==> src/rtl/eerd_pkg.sv <==
package eerd_pkg;
  typedef enum logic [2:0] {
    PH_IDLE,
    PH_OPEN_LO,
    PH_OPEN_HI,
    PH_CMD,
    PH_GAP,
    PH_READ,
    PH_CLOSE
  } eerd_phase_e;

  localparam int PAD_BITS = 2;
  localparam logic [1:0] OPC_READ = 2'b10;
endpackage

==> src/rtl/eerd_tick.sv <==
module eerd_tick #(
  parameter int PH_W = 8
) (
  input  logic            clk,
  input  logic            rst_n,
  input  logic            load_i,
  input  logic [PH_W-1:0] len_i,
  input  logic            run_i,
  output logic            tick_o
);
  logic [PH_W-1:0] len_q;
  logic [PH_W-1:0] cnt_q;

  function automatic logic [PH_W-1:0] clamp_len(input logic [PH_W-1:0] v);
    return (v == '0) ? PH_W'(1) : v;
  endfunction

  assign tick_o = run_i && (cnt_q == len_q - PH_W'(1));

  always_ff @(posedge clk or negedge rst_n) begin
    if (!rst_n) begin
      len_q <= PH_W'(1);
      cnt_q <= '0;
    end else begin
      if (load_i) len_q <= clamp_len(len_i);
      if (load_i || !run_i || tick_o) cnt_q <= '0;
      else cnt_q <= cnt_q + PH_W'(1);
    end
  end


  single_tick_long_step_chk: assert property (@(posedge clk) disable iff (!rst_n)
    (tick_o && len_q > PH_W'(1)) |=> !tick_o);
endmodule

==> src/rtl/eerd_seq.sv <==
module eerd_seq
  import eerd_pkg::*;
#(
  parameter int ADDR_W = 6,
  parameter int DATA_W = 16
) (
  input  logic              clk,
  input  logic              rst_n,
  input  logic              start_i,
  input  logic [ADDR_W-1:0] addr_i,
  input  logic              tick_i,
  output logic              busy_o,
  output logic              cs_o,
  output logic              sk_o,
  output logic              di_o,
  output logic              sample_o,
  output logic              fin_o
);
  localparam int CMD_W = PAD_BITS + 3 + ADDR_W;
  localparam int MAXB  = (CMD_W > DATA_W) ? CMD_W : DATA_W;
  localparam int IDX_W = $clog2(MAXB);
  localparam logic [IDX_W-1:0] CMD_LAST  = IDX_W'(CMD_W - 1);
  localparam logic [IDX_W-1:0] DATA_LAST = IDX_W'(DATA_W - 1);

  eerd_phase_e      phase_q;
  logic [IDX_W-1:0] idx_q;
  logic [1:0]       sub_q;
  logic [CMD_W-1:0] frame_q;

  function automatic logic [CMD_W-1:0] read_frame(input logic [ADDR_W-1:0] a);
    return {{PAD_BITS{1'b0}}, 1'b1, OPC_READ, a};
  endfunction

  assign busy_o   = (phase_q != PH_IDLE);
  assign cs_o     = (phase_q != PH_IDLE) && (phase_q != PH_OPEN_LO) && (phase_q != PH_CLOSE);
  assign sk_o     = ((phase_q == PH_CMD) && (sub_q == 2'd1)) ||
                    ((phase_q == PH_READ) && (sub_q == 2'd0));
  assign di_o     = (phase_q == PH_CMD) && frame_q[idx_q];
  assign sample_o = tick_i && (phase_q == PH_READ) && (sub_q == 2'd0);
  assign fin_o    = tick_i && (phase_q == PH_CLOSE);

  always_ff @(posedge clk or negedge rst_n) begin
    if (!rst_n) begin
      phase_q <= PH_IDLE;
      idx_q   <= '0;
      sub_q   <= '0;
      frame_q <= '0;
    end else if (start_i) begin
      phase_q <= PH_OPEN_LO;
      frame_q <= read_frame(addr_i);
      idx_q   <= '0;
      sub_q   <= '0;
    end else if (tick_i) begin
      case (phase_q)
        PH_OPEN_LO: phase_q <= PH_OPEN_HI;
        PH_OPEN_HI: begin
          phase_q <= PH_CMD;
          idx_q   <= CMD_LAST;
          sub_q   <= '0;
        end
        PH_CMD: begin
          if (sub_q != 2'd2) sub_q <= sub_q + 2'd1;
          else if (idx_q == '0) phase_q <= PH_GAP;
          else begin
            idx_q <= idx_q - 1'b1;
            sub_q <= '0;
          end
        end
        PH_GAP: begin
          phase_q <= PH_READ;
          idx_q   <= DATA_LAST;
          sub_q   <= '0;
        end
        PH_READ: begin
          if (sub_q == 2'd0) sub_q <= 2'd1;
          else if (idx_q == '0) phase_q <= PH_CLOSE;
          else begin
            idx_q <= idx_q - 1'b1;
            sub_q <= '0;
          end
        end
        PH_CLOSE: phase_q <= PH_IDLE;
        default:  phase_q <= PH_IDLE;
      endcase
    end
  end


  frame_hold_chk: assert property (@(posedge clk) disable iff (!rst_n)
    (busy_o && $past(busy_o)) |-> $stable(frame_q));


  read_di_low_chk: assert property (@(posedge clk) disable iff (!rst_n)
    (phase_q == PH_READ || phase_q == PH_GAP) |-> !di_o);
endmodule

==> src/rtl/eerd_capture.sv <==
module eerd_capture #(
  parameter int DATA_W = 16
) (
  input  logic              clk,
  input  logic              rst_n,
  input  logic              clear_i,
  input  logic              sample_i,
  input  logic              bit_i,
  input  logic              fin_i,
  output logic              done_o,
  output logic [DATA_W-1:0] data_o
);
  localparam int HALF = DATA_W / 2;

  logic [DATA_W-1:0] shift_q;

  function automatic logic [DATA_W-1:0] swap_halves(input logic [DATA_W-1:0] v);
    return {v[HALF-1:0], v[DATA_W-1:HALF]};
  endfunction

  always_ff @(posedge clk or negedge rst_n) begin
    if (!rst_n) begin
      shift_q <= '0;
      data_o  <= '0;
      done_o  <= 1'b0;
    end else begin
      done_o <= fin_i;
      if (clear_i) shift_q <= '0;
      else if (sample_i) shift_q <= {shift_q[DATA_W-2:0], bit_i};
      if (fin_i) data_o <= swap_halves(shift_q);
    end
  end


  data_hold_chk: assert property (@(posedge clk) disable iff (!rst_n)
    !fin_i |=> $stable(data_o));
endmodule

==> src/rtl/eeprom_word_reader.sv <==
module eeprom_word_reader #(
  parameter int ADDR_W = 6,
  parameter int DATA_W = 16,
  parameter int PH_W   = 8
) (
  input  logic              clk,
  input  logic              rst_n,
  input  logic              req_i,
  input  logic [ADDR_W-1:0] addr_i,
  input  logic [PH_W-1:0]   phase_len_i,
  input  logic              ee_do_i,
  output logic              ee_cs_o,
  output logic              ee_sk_o,
  output logic              ee_di_o,
  output logic              busy_o,
  output logic              done_o,
  output logic [DATA_W-1:0] rdata_o
);
  logic accept;
  logic tick;
  logic sample;
  logic fin;

  assign accept = req_i && !busy_o;

  eerd_tick #(.PH_W(PH_W)) u_tick (
    .clk    (clk),
    .rst_n  (rst_n),
    .load_i (accept),
    .len_i  (phase_len_i),
    .run_i  (busy_o),
    .tick_o (tick)
  );

  eerd_seq #(.ADDR_W(ADDR_W), .DATA_W(DATA_W)) u_seq (
    .clk      (clk),
    .rst_n    (rst_n),
    .start_i  (accept),
    .addr_i   (addr_i),
    .tick_i   (tick),
    .busy_o   (busy_o),
    .cs_o     (ee_cs_o),
    .sk_o     (ee_sk_o),
    .di_o     (ee_di_o),
    .sample_o (sample),
    .fin_o    (fin)
  );

  eerd_capture #(.DATA_W(DATA_W)) u_cap (
    .clk      (clk),
    .rst_n    (rst_n),
    .clear_i  (accept),
    .sample_i (sample),
    .bit_i    (ee_do_i),
    .fin_i    (fin),
    .done_o   (done_o),
    .data_o   (rdata_o)
  );


  idle_pins_low_chk: assert property (@(posedge clk) disable iff (!rst_n)
    !busy_o |-> (!ee_cs_o && !ee_sk_o && !ee_di_o));


  done_single_chk: assert property (@(posedge clk) disable iff (!rst_n)
    done_o |=> !done_o);


  done_not_busy_chk: assert property (@(posedge clk) disable iff (!rst_n)
    done_o |-> !busy_o);


  di_stable_on_rise_chk: assert property (@(posedge clk) disable iff (!rst_n)
    $rose(ee_sk_o) |-> ($stable(ee_di_o) && ee_cs_o));


  sample_in_high_chk: assert property (@(posedge clk) disable iff (!rst_n)
    sample |-> (ee_sk_o && ee_cs_o));
endmodule

==> config.mk <==
export PLATFORM = sky130hd
export DESIGN_NAME = eeprom_word_reader
export DESIGN_NICKNAME = d
export VERILOG_FILES = /design/src/rtl/eerd_pkg.sv /design/src/rtl/eerd_tick.sv /design/src/rtl/eerd_seq.sv /design/src/rtl/eerd_capture.sv /design/src/rtl/eeprom_word_reader.sv
export SDC_FILE = /design/constraint.sdc
export NUM_CORES = 1
export LEC_CHECK = 0
export BUFFER_PORTS_ARGS = -buffer_cell sky130_fd_sc_hd__buf_2
export CORE_MARGIN = 3
export CORE_UTILIZATION = 38
export CTS_CLUSTER_SIZE = 24
export DETAILED_ROUTE_END_ITERATION = 12
export GPL_TIMING_DRIVEN = 1
export PLACE_DENSITY = 0.61
export SKIP_LAST_GASP = 1
export SYNTH_ARGS = -nofsm -noshare
export SYNTH_HDL_FRONTEND = slang
export SYNTH_SLANG_ARGS = --single-unit
==> constraint.sdc <==
create_clock -name clk -period 2.95 [get_ports clk]
set_clock_uncertainty 0.05 [all_clocks]
set_input_delay 0.59 -clock clk [delete_from_list [all_inputs] [get_ports clk]]
set_output_delay 0.59 -clock clk [all_outputs]
set_load 0.02 [all_outputs]
==> impl_metrics.toml <==
[place]
dpl.hpwl_um = 4750
place_congestion = 0.809
portBuffers = 38
dp_slack_ps = 157

[clock_network]
clk_pin_slew_ps = 80
cts_root_buffer = "clkbuf_8"
ctsResizeCount = 0
htreeDepth = 3
cts_buffers = 9
clk_path_buf_depth = 2
insertion_delay_ps = 340
cts_sinks = 65
cts_tree = "done"

[logic_synthesis]
synth.distinct_cells = 51
synth-seq-area-share = 0.495
synth_edf_count = 0
synth-main-ff-cell = "dfrtp_1"
synth.avg_cell_area_um2 = 9.66
syn_nets = 361
yosysWarningCount = 0
synth_seq_cells = 65
netlist_area_um2 = 3290
syn_inst = 340
async_reset_ff_frac = 1.00

[timing]
fmaxAchievable_mhz = 366
worstMarginPinSlew_ps = 660
slew_viol_final = 0
relSlewSlack = 0.560
setup_ws_ps = 221
hold_viol_final = 0
fin_crit_sh = 0.925
rsz0062_at_grt = "no"
setup_viol = 0
fin_hold_ws_ps = 216
fin_crit_ps = 2730
setup_tns_ps = 0

[global_routing]
antenna_found_initial = 0
grt_first_pass_wirelength_um = 11700
grt_usage = 0.147
grt_max_degree = 39
grt_remaining_overflow = 0
grt_pass1_vias = 2469

[cells_and_area]
mostFrequentLayoutCells = "nand2_1 (66), dfrtp_1 (64), buf_2 (38)"
final.fill_count = 798
area_growth_pct = 17.3
utilization = 0.464
antenna_cells = 0
final_layout_size_suffix_gt1_frac = 0.238
nets = 406
multiInputGateArea_um2 = 1540
final_common_cell = "nand2_1"
seqCellArea_um2 = 1630

[critical_path]
crit_required_ps = 3120
criticalPathCategory = "reg2reg"
startpoint_type = "register"
r2r_setup_slack_ps = 220
endpoint_kind = "register"
worstPathMaxFanout = 7
cp.arrival_ps = 2900
r2r-start = "u_tick.len_q[0]$_DFFE_PN1P_"
r2r_end = "u_seq.sub_q[1]$_DFFE_PN0P_"
reg2regPathDepth = 9

[routing]
drt-wirelength-per-cell_um = 13.7
num_vias = 2536
drc = 0
drt-total-wl_um = 6760
vias_per_cell = 5.12
drt-initial-drc-count = 102
ant_nets = 0
drt_pass1_iterations = 4

[floorplan]
core_um2 = 8300
rows = 33
die_h_um = 99.0
die_w_um = 99.0
start_util = 0.396
pin_count = 39
die-area_um2 = 9800

[job]
cap_violations = 0

[worst_hold_path]
hold_path_class = "in2async"

[pwr]
p_per_area_nw_per_um2 = 847
ir_drop_mv = 0.349
p_leak_nw = 1.83
power.total_mw = 3.26

[run_status]
status = "finished clean"
report_power, final:
group	total, mW	internal [mW]	switching [mW]
Combinational	1.15	0.531	0.624
Clock	0.767	0.397	0.369
Sequential	1.34	1.08	0.262
sequential cells by signal, summed over array words and instances, names as in the netlist:
register,cells
u_cap.done_o,1
u_cap.data_o,16
u_tick.cnt_q,8
u_tick.len_q,8
u_seq.frame_q,7
u_seq.phase_q,3
u_cap.shift_q,16
u_seq.sub_q,2
u_seq.idx_q,4
worst max-delay path: stages (launching register included):
cell      delay [ps]
dfstp_2          570
inv_1             60
ha_1             200
nor2b_1          130
or3_1            370
a311oi_2         340
buf_4            190
and3_1           340
a21oi_1          150
a32o_1           220
what timing repair did:
| action | 4_1_cts | 5_1_grt |
|---|---|---|
| hold buffers | 0 | 0 |
| endpoints found under the setup margin | 0 | 16 |
| buffers inserted | 0 | 2 |
| endpoints found under the hold margin | 0 | 0 |
cell usage after synthesis (all sizes together), types with 2 or more instances:
| cell | instances | area share |
|---|---|---|
| clkbuf | 14 | 0.016 |
| o21ai | 27 | 0.041 |
| mux2 | 16 | 0.065 |
| nor2 | 19 | 0.022 |
| or3 | 3 | 0.0057 |
| nor3 | 8 | 0.016 |
| nor2b | 4 | 0.0076 |
| inv | 9 | 0.010 |
| nand3 | 26 | 0.041 |
| a211o | 2 | 0.0053 |
| a211oi | 3 | 0.0069 |
| dfrtp | 64 | 0.49 |
| buf | 4 | 0.0099 |
| a21oi | 10 | 0.015 |
| mux2i | 5 | 0.015 |
| xor2 | 7 | 0.019 |
| and3 | 5 | 0.0095 |
| nand3b | 2 | 0.0046 |
| nand4 | 3 | 0.0057 |
| nand2b | 4 | 0.0076 |
| xnor2 | 8 | 0.021 |
| nor4 | 2 | 0.0084 |
| ha | 3 | 0.011 |
| nand2 | 66 | 0.075 |
| a31oi | 5 | 0.0095 |
| a221oi | 2 | 0.0053 |
worst max path at each step:
stage / from / endpoint / slack (ps) / cells past startpoint
after floorplan: u_tick.len_q[0]$_DFFE_PN1P_ / u_cap.data_o[10]$_DFFE_PN0P_ / 60 / 9
after global placement: u_tick.len_q[0]$_DFFE_PN1P_ / u_cap.data_o[0]$_DFFE_PN0P_ / 200 / 9
after detailed placement: u_tick.len_q[0]$_DFFE_PN1P_ / u_cap.data_o[15]$_DFFE_PN0P_ / 160 / 9
after CTS: u_tick.len_q[0]$_DFFE_PN1P_ / u_cap.data_o[15]$_DFFE_PN0P_ / 110 / 9
after global routing: u_tick.len_q[0]$_DFFE_PN1P_ / u_seq.phase_q[0]$_DFFE_PN0P_ / 30 / 9
final: u_tick.len_q[0]$_DFFE_PN1P_ / u_seq.sub_q[1]$_DFFE_PN0P_ / 220 / 9
cell families after synthesis:
family	Yosys count	share of synthesized area
adders and majority gates	3	0.0114
AOI/OAI and AO/OA	60	0.113
buffers and inverters	27	0.0362
and+or+nand+nor	149	0.224
DFF	65	0.495
muxes	21	0.0804
xor gates and xnor gates	15	0.0400
routing by layer:
metal / share of wire / GRT usage / vias up / wire length, um
li1: - / - / 1282 / -
met1: 0.50 / 0.204 / 1210 / 3390
met2: 0.46 / 0.222 / 35 / 3080
met3: 0.031 / 0.0368 / 9 / 208
met4: 0.013 / 0.0567 / 0 / 85
met5: 0 / 0 / - / 0
layout make-up:
class                           instances  share of cell area
Inverter                                9             0.00877
Clock buffer                            9              0.0321
Sequential cell                        65               0.422
Timing Repair Buffer                   52              0.0831
Tap cell                              105              0.0341
Clock inverter                          7              0.0201
Multi-Input combinational cell        248               0.399
through the flow:
step                instances  cell area [um^2]
floorplan                 340              3290
global placement          477              3640
detailed placement        477              3640
CTS                       493              3840
global route              495              3850
finish                    495              3850
No activity file was read; power rests on OpenSTA's default activity.
